`src/rtl/gpio_irq_pkg.sv`:
```
package gpio_irq_pkg;

  localparam int PIN_COUNT = 8;
  localparam int MODE_W    = 3;
  localparam int CFG_W     = PIN_COUNT * MODE_W;

  localparam int OFS_MODE   = 12;
  localparam int OFS_ENABLE = 16;
  localparam int OFS_CLEAR  = 20;
  localparam int OFS_RAW    = 24;
  localparam int OFS_MASKED = 28;

  typedef enum logic [MODE_W-1:0] {
    TRIG_OFF       = 3'd0,
    TRIG_LEVEL_HI  = 3'd1,
    TRIG_LEVEL_LO  = 3'd2,
    TRIG_FORCE     = 3'd3,
    TRIG_EDGE_NONE = 3'd4,
    TRIG_RISE      = 3'd5,
    TRIG_FALL      = 3'd6,
    TRIG_BOTH      = 3'd7
  } trigMode_e;

  // strobes from the register block to the status datapath
  typedef struct packed {
    logic [PIN_COUNT-1:0] clearPulse;
  } ctrlStrobe_t;

endpackage

```
`src/rtl/gpio_irq_ctrl.sv`:
```
module gpio_irq_ctrl
  import gpio_irq_pkg::*;
#(
  parameter int ADDR_W = 8,
  parameter int DATA_W = 32
) (
  input  logic                 clk,
  input  logic                 rstN,
  input  logic [ADDR_W-1:0]    busAddr,
  input  logic                 busWrEn,
  input  logic [DATA_W-1:0]    busWrData,
  input  logic [PIN_COUNT-1:0] rawStatus,
  input  logic [PIN_COUNT-1:0] maskedStatus,
  output logic [DATA_W-1:0]    busRdData,
  output logic [CFG_W-1:0]     cfgModes,
  output logic [PIN_COUNT-1:0] maskBits,
  output ctrlStrobe_t          strobe
);

  localparam logic [ADDR_W-1:0] ADDR_MODE   = ADDR_W'(OFS_MODE);
  localparam logic [ADDR_W-1:0] ADDR_ENABLE = ADDR_W'(OFS_ENABLE);
  localparam logic [ADDR_W-1:0] ADDR_CLEAR  = ADDR_W'(OFS_CLEAR);
  localparam logic [ADDR_W-1:0] ADDR_RAW    = ADDR_W'(OFS_RAW);
  localparam logic [ADDR_W-1:0] ADDR_MASKED = ADDR_W'(OFS_MASKED);

  logic hitMode, hitEnable, hitClear;
  logic unusedWrBits;

  assign hitMode   = busWrEn && (busAddr == ADDR_MODE);
  assign hitEnable = busWrEn && (busAddr == ADDR_ENABLE);
  assign hitClear  = busWrEn && (busAddr == ADDR_CLEAR);
  assign unusedWrBits = ^busWrData[DATA_W-1:CFG_W];

  always_ff @(posedge clk) begin
    if (!rstN) begin
      cfgModes <= '0;
      maskBits <= '0;
    end else begin
      if (hitMode)   cfgModes <= busWrData[CFG_W-1:0];
      if (hitEnable) maskBits <= busWrData[PIN_COUNT-1:0];
    end
  end

  always_comb begin
    strobe = '0;
    strobe.clearPulse = hitClear ? busWrData[PIN_COUNT-1:0] : '0;
  end

  always_comb begin
    case (busAddr)
      ADDR_MODE:   busRdData = DATA_W'(cfgModes);
      ADDR_ENABLE: busRdData = DATA_W'(maskBits);
      ADDR_RAW:    busRdData = DATA_W'(rawStatus);
      ADDR_MASKED: busRdData = DATA_W'(maskedStatus);
      default:     busRdData = '0;
    endcase
  end

  AST_RO_WRITE_IGNORED: assert property (@(posedge clk) disable iff (!rstN)
    (busWrEn && (busAddr == ADDR_RAW || busAddr == ADDR_MASKED))
      |=> ($stable(cfgModes) && $stable(maskBits)));

  AST_CLEAR_ONLY_BY_WRITE: assert property (@(posedge clk) disable iff (!rstN)
    (!busWrEn) |-> (strobe.clearPulse == '0));

endmodule

```
`src/rtl/gpio_irq_datapath.sv`:
```
module gpio_irq_datapath
  import gpio_irq_pkg::*;
#(
  parameter int SYNC_STAGES = 2
) (
  input  logic                 clk,
  input  logic                 rstN,
  input  logic [PIN_COUNT-1:0] pinIn,
  input  logic [CFG_W-1:0]     cfgModes,
  input  logic [PIN_COUNT-1:0] maskBits,
  input  ctrlStrobe_t          strobe,
  output logic [PIN_COUNT-1:0] rawStatus,
  output logic [PIN_COUNT-1:0] maskedStatus,
  output logic                 irqOut
);

  logic [PIN_COUNT-1:0] syncChain [SYNC_STAGES];
  logic [PIN_COUNT-1:0] syncedPin;
  logic [PIN_COUNT-1:0] prevPin;
  logic [PIN_COUNT-1:0] edgeLatch;
  logic [PIN_COUNT-1:0] edgeHit;
  trigMode_e            modeOf [PIN_COUNT];

  always_ff @(posedge clk) begin
    if (!rstN) begin
      for (int s = 0; s < SYNC_STAGES; s++) syncChain[s] <= '0;
      prevPin <= '0;
    end else begin
      syncChain[0] <= pinIn;
      for (int s = 1; s < SYNC_STAGES; s++) syncChain[s] <= syncChain[s-1];
      prevPin <= syncChain[SYNC_STAGES-1];
    end
  end

  assign syncedPin = syncChain[SYNC_STAGES-1];

  for (genvar i = 0; i < PIN_COUNT; i++) begin : g_pin
    logic riseSeen, fallSeen;

    assign modeOf[i] = trigMode_e'(cfgModes[i*MODE_W +: MODE_W]);
    assign riseSeen  = modeOf[i][0] &  syncedPin[i] & ~prevPin[i];
    assign fallSeen  = modeOf[i][1] & ~syncedPin[i] &  prevPin[i];
    assign edgeHit[i] = modeOf[i][2] & (riseSeen | fallSeen);

    always_ff @(posedge clk) begin
      if (!rstN)              edgeLatch[i] <= 1'b0;
      else if (!modeOf[i][2]) edgeLatch[i] <= 1'b0;
      else edgeLatch[i] <= edgeHit[i] | (edgeLatch[i] & ~strobe.clearPulse[i]);
    end

    always_comb begin
      case (modeOf[i])
        TRIG_OFF:      rawStatus[i] = 1'b0;
        TRIG_LEVEL_HI: rawStatus[i] = syncedPin[i];
        TRIG_LEVEL_LO: rawStatus[i] = ~syncedPin[i];
        TRIG_FORCE:    rawStatus[i] = 1'b1;
        default:       rawStatus[i] = edgeLatch[i];
      endcase
    end

    AST_EDGE_WINS: assert property (@(posedge clk) disable iff (!rstN)
      edgeHit[i] |=> rawStatus[i] || !modeOf[i][2]);

    AST_LATCH_HOLDS: assert property (@(posedge clk) disable iff (!rstN)
      (modeOf[i][2] && edgeLatch[i] && !strobe.clearPulse[i]) |=> edgeLatch[i]);

    AST_FORCE_SET: assert property (@(posedge clk) disable iff (!rstN)
      (modeOf[i] == TRIG_FORCE) |-> rawStatus[i]);

    AST_OFF_ZERO: assert property (@(posedge clk) disable iff (!rstN)
      (modeOf[i] == TRIG_OFF) |-> !rawStatus[i]);
  end

  assign maskedStatus = rawStatus & maskBits;

  always_ff @(posedge clk) begin
    if (!rstN) irqOut <= 1'b0;
    else       irqOut <= |maskedStatus;
  end

  AST_IRQ_REGISTERED: assert property (@(posedge clk) disable iff (!rstN)
    1'b1 |=> (irqOut == $past(|(rawStatus & maskBits))));

endmodule

```
`src/rtl/gpio_irq_unit.sv`:
```
module gpio_irq_unit
  import gpio_irq_pkg::*;
#(
  parameter int ADDR_W      = 8,
  parameter int DATA_W      = 32,
  parameter int SYNC_STAGES = 2
) (
  input  logic                 clk,
  input  logic                 rstN,
  input  logic [ADDR_W-1:0]    busAddr,
  input  logic                 busWrEn,
  input  logic [DATA_W-1:0]    busWrData,
  output logic [DATA_W-1:0]    busRdData,
  input  logic [PIN_COUNT-1:0] pinIn,
  output logic                 irqOut
);

  logic [CFG_W-1:0]     cfgModes;
  logic [PIN_COUNT-1:0] maskBits;
  logic [PIN_COUNT-1:0] rawStatus;
  logic [PIN_COUNT-1:0] maskedStatus;
  ctrlStrobe_t          strobe;

  gpio_irq_ctrl #(.ADDR_W(ADDR_W), .DATA_W(DATA_W)) i_ctrl (
    .clk          (clk),
    .rstN         (rstN),
    .busAddr      (busAddr),
    .busWrEn      (busWrEn),
    .busWrData    (busWrData),
    .rawStatus    (rawStatus),
    .maskedStatus (maskedStatus),
    .busRdData    (busRdData),
    .cfgModes     (cfgModes),
    .maskBits     (maskBits),
    .strobe       (strobe)
  );

  gpio_irq_datapath #(.SYNC_STAGES(SYNC_STAGES)) i_datapath (
    .clk          (clk),
    .rstN         (rstN),
    .pinIn        (pinIn),
    .cfgModes     (cfgModes),
    .maskBits     (maskBits),
    .strobe       (strobe),
    .rawStatus    (rawStatus),
    .maskedStatus (maskedStatus),
    .irqOut       (irqOut)
  );

endmodule

```
`config.mk`:
```
export PLATFORM = sky130hd
export DESIGN_NAME = gpio_irq_unit
export DESIGN_NICKNAME = d
export VERILOG_FILES = /design/src/rtl/gpio_irq_pkg.sv /design/src/rtl/gpio_irq_ctrl.sv /design/src/rtl/gpio_irq_datapath.sv /design/src/rtl/gpio_irq_unit.sv
export SDC_FILE = /design/constraint.sdc
export NUM_CORES = 1
export LEC_CHECK = 0
export BUFFER_PORTS_ARGS = -buffer_cell sky130_fd_sc_hd__buf_2
export CAP_MARGIN = 20
export CORE_MARGIN = 1.5
export CORE_UTILIZATION = 25
export CTS_CLUSTER_DIAMETER = 50
export DETAILED_ROUTE_END_ITERATION = 7
export GPL_TIMING_DRIVEN = 0
export PLACE_DENSITY_LB_ADDON = 0.05
export SLEW_MARGIN = 40
export SYNTH_ARGS = -nofsm -noshare
export SYNTH_HDL_FRONTEND = slang
export SYNTH_SLANG_ARGS = --single-unit
```
`constraint.sdc`:
```
create_clock -name clk -period 2.1 [get_ports clk]
set_clock_uncertainty 0.2 [all_clocks]
set_input_delay 0.42 -clock clk [delete_from_list [all_inputs] [get_ports clk]]
set_output_delay 0.42 -clock clk [all_outputs]
set_load 0.05 [all_outputs]
```
==> impl_table.tex, run 1 <==
\begin{tabular}{lr}
\hline
Metric & Value \\
\hline
\multicolumn{2}{l}{\textbf{Synth}} \\
Share of the synthesized area in the top cell type & 42.2\% \\
Proportion of synthesized chip area in sequential cells & a little over two fifths \\
Count of flip-flops with a built-in enable after synthesis & 0 \\
Fraction of synthesis flops using an asynchronous set or reset pin & 0\% \\
Post-Synthesis Cell Area & just over 0.003 mm\^{}2 \\
Most frequently used flop master after synthesis & dfxtp\_1 \\
Dominant cell type by area after synthesis & dfxtp\_1 \\
Mapped Avg Cell Area & between 9 and 10 um\^{}2 \\
Commonest cells in the synthesized netlist & dfxtp\_1 (65), and2\_1 (41), mux2i\_1 (32) \\
\#FFs+latches synth & 65 \\
Synthesis warning total & 0 \\
Distinct cell type count after synthesis & 30 \\
Syn Inst Count & 323 \\
Cells taking the most area after synthesis & dfxtp\_1 (42\%), mux2i\_1 (10\%), and2\_1 (8.3\%) \\
Most frequent cell after synthesis & dfxtp\_1 \\
\multicolumn{2}{l}{\textbf{Timing}} \\
Count of endpoints failing hold in the final timing report & 0 \\
Tightest slew margin relative to the limit & between 50\% and 60\% \\
Highest clock frequency the design can meet & 399 MHz \\
Minimum setup slack in the final design & -0.407 ns \\
Unrepaired setup endpoints after global routing & yes \\
Tcrit/Tclk final & 119\% \\
Actual transition at the worst max-transition pin & around 0.64 ns \\
Post-route setup TNS & -7.38 ns \\
Setup Viol. Count Final & 24 \\
Max Slew Vio Count & 0 \\
Minimum clock period & $\sim$2.5 ns \\
\multicolumn{2}{l}{\textbf{Power}} \\
Max IR drop VDD & roughly 0.28 mV \\
Static Leakage & between 1.5 and 2 nW \\
Overall power & 2.92 mW \\
P per Cell Area & 622 mW/mm\^{}2 \\
\multicolumn{2}{l}{\textbf{Detailed routing}} \\
Number of vias per cell & 4.46 \\
Routed via count & between 2000 and 3000 \\
Final wirelength & approximately 9700 um \\
First-pass DRT Iterations & 4 \\
DR DRC count & 0 \\
DRT antenna net count & 0 \\
Starting DRC count in detailed routing & 80 \\
Average routed wire per standard cell & around 17 um \\
\multicolumn{2}{l}{\textbf{Global route}} \\
Initial antenna violation count & 0 \\
Number of global-route vias before repair & between 2000 and 3000 \\
Overflow after GRT & 0 \\
Overall Global Routing Usage & 15.6\% \\
Global-route wire length before repair & about 15000 um \\
Maximum number of pins on one net before global-route repair & 11 \\
\multicolumn{2}{l}{\textbf{Worst setup path}} \\
End point of the critical path & busRdData[3] \\
Kind of launch point of the worst setup path & input port \\
Worst setup EP type & primary output \\
Arrival time at the worst endpoint & roughly 1.9 ns \\
Required time reported for the critical path endpoint & 1.48 ns \\
Crit path kind & input port to primary output \\
Capture instance of the worst register-to-register path & i\_datapath.irqOut\$\_SDFF\_PN0\_ \\
Reg-to-reg slack, setup & between 0.2 and 0.25 ns \\
Startpoint of the lowest-slack register-to-register path & i\_datapath.syncChain[0][14]\$\_SDFF\_PN0\_ \\
Cell depth of the worst flop-to-flop path & 6 \\
Biggest fanout along the worst timing path & 9 \\
Launching element of the worst setup path & busAddr[7] \\
\multicolumn{2}{l}{\textbf{CTS}} \\
Clock network latency to the later pin of the worst-skew pair & around 0.33 ns \\
CTS tree & built \\
TritonCTS Buffers & 9 \\
Clock sink count & 65 \\
CTS Root Buffer Type & clkbuf\_16 \\
CTS Buffer Depth & 2 \\
Post-CTS clock slew at the launch and capture registers of the worst setup and hold paths & roughly 0.05 ns \\
CTS HTree Levels & 3 \\
\multicolumn{2}{l}{\textbf{Cells and area}} \\
\# fillers & approximately 1200 \\
Synth-to-layout area growth & 52.3\% \\
Final Instance Count excl. Fillers & 578 \\
Net count reported at finish & 477 \\
Finished Cell Area & approximately 0.0047 mm\^{}2 \\
Layout cells sized above 1 & $\sim$40\% \\
Antenna diode count & 0 \\
\multicolumn{2}{l}{\textbf{Flow run}} \\
Number of max-cap violations & 0 \\
\multicolumn{2}{l}{\textbf{Placement}} \\
Buffers on Ports & between 60 and 70 \\
Cell area after placement & 0.00379 mm\^{}2 \\
DPL Wire Length & about 6200 um \\
Cells after DPL & roughly 540 \\
Gp weighted congestion & roughly 0.74 \\
\multicolumn{2}{l}{\textbf{Min path}} \\
Min-Delay Path Class & input port to register \\
Hold Path Stages & 2 \\
\multicolumn{2}{l}{\textbf{Die}} \\
Core box area & $\sim$0.012 mm\^{}2 \\
Effective utilization at floorplan & 25.6\% \\
Die extent in y & about 110 um \\
Die outline area & 0.0130 mm\^{}2 \\
Top-level I/O count & 84 \\
Horizontal die dimension & $\sim$110 um \\
Placement row count & 40 \\
\multicolumn{2}{l}{\textbf{Run status}} \\
Violations in the final reports & setup timing \\
Outcome & finished, violations left \\
\hline
\end{tabular}
-- report_power, final --
part	internal [mW]	switching (mW)
clock network	0.948	0.525
logic	0.0756	0.103
registers	1.25	0.00964
total	2.28	0.638
-- sequential cells by signal, indices dropped and copies added (netlist names) --
signal / flops
i_ctrl.cfgModes: 24
i_ctrl.maskBits: 8
i_datapath.edgeLatch: 8
i_datapath.irqOut: 1
i_datapath.prevPin: 8
i_datapath.syncChain: 16
-- metrics by stage --
stage / hold slack (ns) / util [%] / setup WS (ns)
finish: 0.0949 / 39.1 / -0.407
global route: 0.0901 / 39.1 / -0.472
CTS: 0.0824 / 38.1 / -0.442
detailed placement: 0.218 / 31.5 / -0.979
global placement: 0.218 / 31.5 / -0.989
floorplan: 0.212 / - / -0.164
-- layout by cell type, fill, tap and decap left out, drive strengths merged, types with 14 or more instances in the layout --
| master | synthesis | final |
|---|---|---|
| o211ai | 14 | 14 |
| mux2i | 32 | 32 |
| nand2 | 24 | 24 |
| nand2b | 16 | 16 |
| nor2b | 25 | 25 |
| clkbuf | 14 | 27 |
| and2 | 41 | 41 |
| dfxtp | 65 | 65 |
| buf | 14 | 99 |
-- final cells by class --
class	count	area [um^2]	share of cell area [%]
buffer	27	254	5.41
clock buffer	13	250	5.33
clock inverter	3	40.0	0.854
inverter	1	3.75	0.0800
multi-input combinational	236	1890	40.3
sequential	65	1310	27.9
tap	147	184	3.92
timing repair buffer	86	758	16.2
-- cell families after synthesis --
| logic type | share of synthesized area, % |
|---|---|
| buffers and inverters | 4.91 |
| flip-flops | 42.2 |
| AND/OR/NAND/NOR | 25.9 |
| other | 0.122 |
| AO/OA/AOI/OAI | 13.5 |
| multiplexers | 13.3 |
-- worst min-delay path by stage --
| stage | start | to |
|---|---|---|
| after floorplan | i_datapath.syncChain[0][2]$_SDFF_PN0_ | i_datapath.syncChain[0][10]$_SDFF_PN0_ |
| after global placement | i_datapath.syncChain[0][4]$_SDFF_PN0_ | i_datapath.syncChain[0][12]$_SDFF_PN0_ |
| after detailed placement | i_datapath.syncChain[0][7]$_SDFF_PN0_ | i_datapath.syncChain[0][15]$_SDFF_PN0_ |
| after CTS | pinIn[0] | i_datapath.syncChain[0][0]$_SDFF_PN0_ |
| after global routing | pinIn[7] | i_datapath.syncChain[0][7]$_SDFF_PN0_ |
| final | pinIn[0] | i_datapath.syncChain[0][0]$_SDFF_PN0_ |
-- timing repair --
item,4_1_cts,5_1_grt
endpoints found under the setup margin,24,36
pin swaps,19,13
buffers inserted,12,6
hold buffers,0,0
gates resized for setup,108,19
gates cloned,1,1
-- per-layer routing --
layer	vias up	global-route usage (%)	part of all wire [%]
li1	1309	-	-
met1	1195	21.2	49
met2	62	24.5	45
met3	12	2.60	3.5
met4	0	7.00	1.9
met5	-	0	0
-- critical path: stages --
cell	delay [ns]
buf_6	0.10
nor4_4	0.29
or4b_4	0.52
buf_12	0.17
a21oi_2	0.12
a211o_4	0.13
buf_8	0.14
(Power assumes the default switching activity.)
==> inputs of run 2 (changes only) <==
--- a/config.mk
+++ b/config.mk
@@ -9,5 +9,5 @@
 export CAP_MARGIN = 20
 export CORE_MARGIN = 1.5
-export CORE_UTILIZATION = 25
+export CORE_UTILIZATION = 30
 export CTS_CLUSTER_DIAMETER = 50
 export DETAILED_ROUTE_END_ITERATION = 7
==> constraint.sdc (replaced) <==
create_clock -name clk -period 2.1 [get_ports clk]
set_clock_uncertainty 0.2 [all_clocks]
set_input_delay 0.42 -clock clk [delete_from_list [all_inputs] [get_ports clk]]
set_output_delay 0.42 -clock clk [all_outputs]
set_load 0.1 [all_outputs]
==> run 2 against run 1 <==
Net effect: the flow still finishes with violations (setup timing); die area decreased by 16%; sequential share of layout area rose by 0.081 points; clock power shrank 23%; global-route usage rose by 1.8 points; first-iteration DRC count shrank 3.8%; total power shrank 11%; clock-buffer cell count grew 1; critical path depth is the same; final cell count decreased by 2.8%; maximum frequency down 2.4%; hold slack got worse by 0.016 ns; largest power group is now registers; sequential cell count is the same.
==> impl_table.tex, run 2 (same netlist as run 1, synthesis figures left out) <==
\begin{tabular}{lr}
\hline
Metric & Value \\
\hline
\multicolumn{2}{l}{\textbf{Run status}} \\
Outcome & finished, violations left \\
Violations in the final reports & setup timing \\
\multicolumn{2}{l}{\textbf{Worst setup path}} \\
Family of cells with the greatest summed delay on the critical path & simple AND/OR/NAND/NOR gates \\
Kind of launch point of the worst setup path & input port \\
Count of buffer and inverter cells on the critical path & 3 \\
Required time reported for the critical path endpoint & 1.48 ns \\
Ordered list of cells on the worst path & buf\_6 > nor4\_4 > or4b\_4 > buf\_12 > a21oi\_2 > a211o\_4 > buf\_12 \\
Biggest fanout along the worst timing path & 9 \\
Slowest Stage Delay on Critical Path & 0.52 ns \\
Crit path max-delay cell type & or4b\_4 \\
Most frequent cell on the critical path & buf\_12 \\
Worst setup EP type & primary output \\
Arrival time at the worst endpoint & between 1.5 and 2 ns \\
Crit path kind & input port to primary output \\
\multicolumn{2}{l}{\textbf{Timing}} \\
Actual transition at the worst max-transition pin & $\sim$0.6 ns \\
Minimum setup slack in the final design & -0.469 ns \\
Count of endpoints failing hold in the final timing report & 0 \\
Highest clock frequency the design can meet & 389 MHz \\
Unrepaired setup endpoints after global routing & yes \\
Tightest slew margin relative to the limit & about three fifths \\
Tcrit/Tclk final & 122\% \\
Setup Viol. Count Final & 32 \\
Max Slew Vio Count & 0 \\
Minimum clock period & 2.57 ns \\
\multicolumn{2}{l}{\textbf{Power}} \\
Net switching power & $\sim$0.62 mW \\
Combinational share of power & approximately 8.0\% \\
Internal & $\sim$2.0 mW \\
Static Leakage & 1.87 nW \\
Clk pwr share & 43.4\% \\
Max IR drop VDD & between 0.2 and 0.3 mV \\
P per Cell Area & 556 mW/mm\^{}2 \\
Switching share of total power & between 20\% and 30\% \\
Overall power & 2.60 mW \\
Seq pwr share & roughly half \\
\multicolumn{2}{l}{\textbf{Cells and area}} \\
Top Registers & i\_ctrl.cfgModes (24), i\_datapath.syncChain (16) \\
Highest-count cells in the layout ignoring fill and taps & dfxtp\_1 (61), buf\_2 (43), mux2i\_1 (32) \\
Finished Cell Area & about 0.0047 mm\^{}2 \\
Layout Utilization & a little under half \\
Synth-to-layout area growth & 51.5\% \\
\# fillers & between 900 and 1000 \\
Net count reported at finish & approximately 480 \\
Layout cells sized above 1 & about two fifths \\
Most common library cell in the layout ignoring fill and taps & dfxtp\_1 \\
Flip-flop count of the largest register, all copies and words added & 24 \\
Antenna diode count & 0 \\
Most flop-heavy register & i\_ctrl.cfgModes \\
\multicolumn{2}{l}{\textbf{Die}} \\
Horizontal die dimension & roughly 100 um \\
Die extent in y & 104 um \\
Top-level I/O count & 84 \\
Placement row count & 36 \\
Core box area & 0.00986 mm\^{}2 \\
Effective utilization at floorplan & 31.2\% \\
Die outline area & around 0.011 mm\^{}2 \\
\multicolumn{2}{l}{\textbf{Global route}} \\
Met1 Use GR & between 20\% and 30\% \\
Overall Global Routing Usage & $\sim$17\% \\
Maximum number of pins on one net before global-route repair & 11 \\
Global routing usage on met2 & 27.4\% \\
Initial antenna violation count & 0 \\
Overflow after GRT & 0 \\
Number of global-route vias before repair & $\sim$2700 \\
Global-route wire length before repair & between 10000 and 15000 um \\
Most Used Layer, Global Route & met2 \\
Met3 usage & 4.51\% \\
\multicolumn{2}{l}{\textbf{CTS}} \\
CTS Root Buffer Type & clkbuf\_8 \\
CTS HTree Levels & 3 \\
TritonCTS Buffers & 9 \\
Clock sink count & 65 \\
CTS Buffer Depth & 2 \\
Clock network latency to the later pin of the worst-skew pair & approximately 0.34 ns \\
CTS tree & built \\
Post-CTS clock slew at the launch and capture registers of the worst setup and hold paths & $\sim$0.08 ns \\
CTS Hold Bufs & 0 \\
\multicolumn{2}{l}{\textbf{Flow run}} \\
Number of max-cap violations & 0 \\
\multicolumn{2}{l}{\textbf{Detailed routing}} \\
Number of vias per cell & around 4.7 \\
DR DRC count & 0 \\
Final wirelength & around 9000 um \\
DRT antenna net count & 0 \\
Starting DRC count in detailed routing & 77 \\
Routed via count & 2639 \\
First-pass DRT Iterations & 4 \\
Average routed wire per standard cell & approximately 16 um \\
\multicolumn{2}{l}{\textbf{Placement}} \\
Gp weighted congestion & roughly 0.74 \\
Placement-stage worst setup slack & -1.11 ns \\
Cell area after placement & roughly 0.0038 mm\^{}2 \\
DPL Wire Length & 5900 um \\
Buffers on Ports & between 60 and 70 \\
\multicolumn{2}{l}{\textbf{Min path}} \\
Min-Delay Path Class & input port to register \\
\hline
\end{tabular}
run 2: worst paths after layout:
path | start | slack [ns] | endpoint | depth (start not counted)
setup reg to reg | i_datapath.syncChain[0][9]$_SDFF_PN0_ | 0.28 | i_datapath.irqOut$_SDFF_PN0_ | 5
hold reg to reg | i_datapath.syncChain[0][1]$_SDFF_PN0_ | 0.22 | i_datapath.syncChain[0][9]$_SDFF_PN0_ | 1
setup / recovery | busAddr[7] | -0.47 | busRdData[7] | 7
hold / removal | pinIn[0] | 0.08 | i_datapath.syncChain[0][0]$_SDFF_PN0_ | 2
run 2: final cells by class:
| class | instances | area [um^2] | share of cell area [%] |
|---|---|---|---|
| sequential | 65 | 1310 | 28.0 |
| timing repair buffer | 83 | 852 | 18.3 |
| inverter | 1 | 3.75 | 0.0804 |
| clock buffer | 14 | 173 | 3.70 |
| tap | 133 | 166 | 3.56 |
| multi-input combinational | 236 | 1890 | 40.4 |
| clock inverter | 2 | 35.0 | 0.750 |
| buffer | 28 | 244 | 5.23 |
run 2: worst register-to-register path, cell delays in order, from the launching register on:
cell	delay, ns
dfxtp_1	0.37
mux2_2	0.36
o211ai_1	0.30
buf_4	0.17
nand4_1	0.08
o21a_1	0.22
run 2: stage by stage:
stage               hold slack, ns  instances  TNS [ns]
detailed placement           0.217        529    -27.25
finish                      0.0787        562     -9.47
global route                0.0578        562    -11.55
CTS                         0.0576        558     -8.26
global placement             0.215        529    -26.00
floorplan                    0.212        330     -3.06
run 2: repair_timing:
item / CTS / global route
gates cloned: 1 / 1
pin swaps: 26 / 6
endpoints found under the setup margin: 24 / 33
buffers inserted: 12 / 3
gates resized for setup: 125 / 17
run 2: metal layers:
metal / up-vias / share of wire (%)
li1: 1300 / -
met1: 1262 / 47
met2: 71 / 47
met3: 6 / 5.3
met4: 0 / 0.99
met5: - / 0
run 2: power groups by stage:
stage	sequential (mW)	combinational (mW)	clock (mW)
detailed placement	1.29	0.202	0
CTS	1.26	0.207	1.17
global placement	1.29	0.201	0
floorplan	1.29	0.128	0
finish	1.26	0.207	1.13
global route	1.26	0.223	1.23
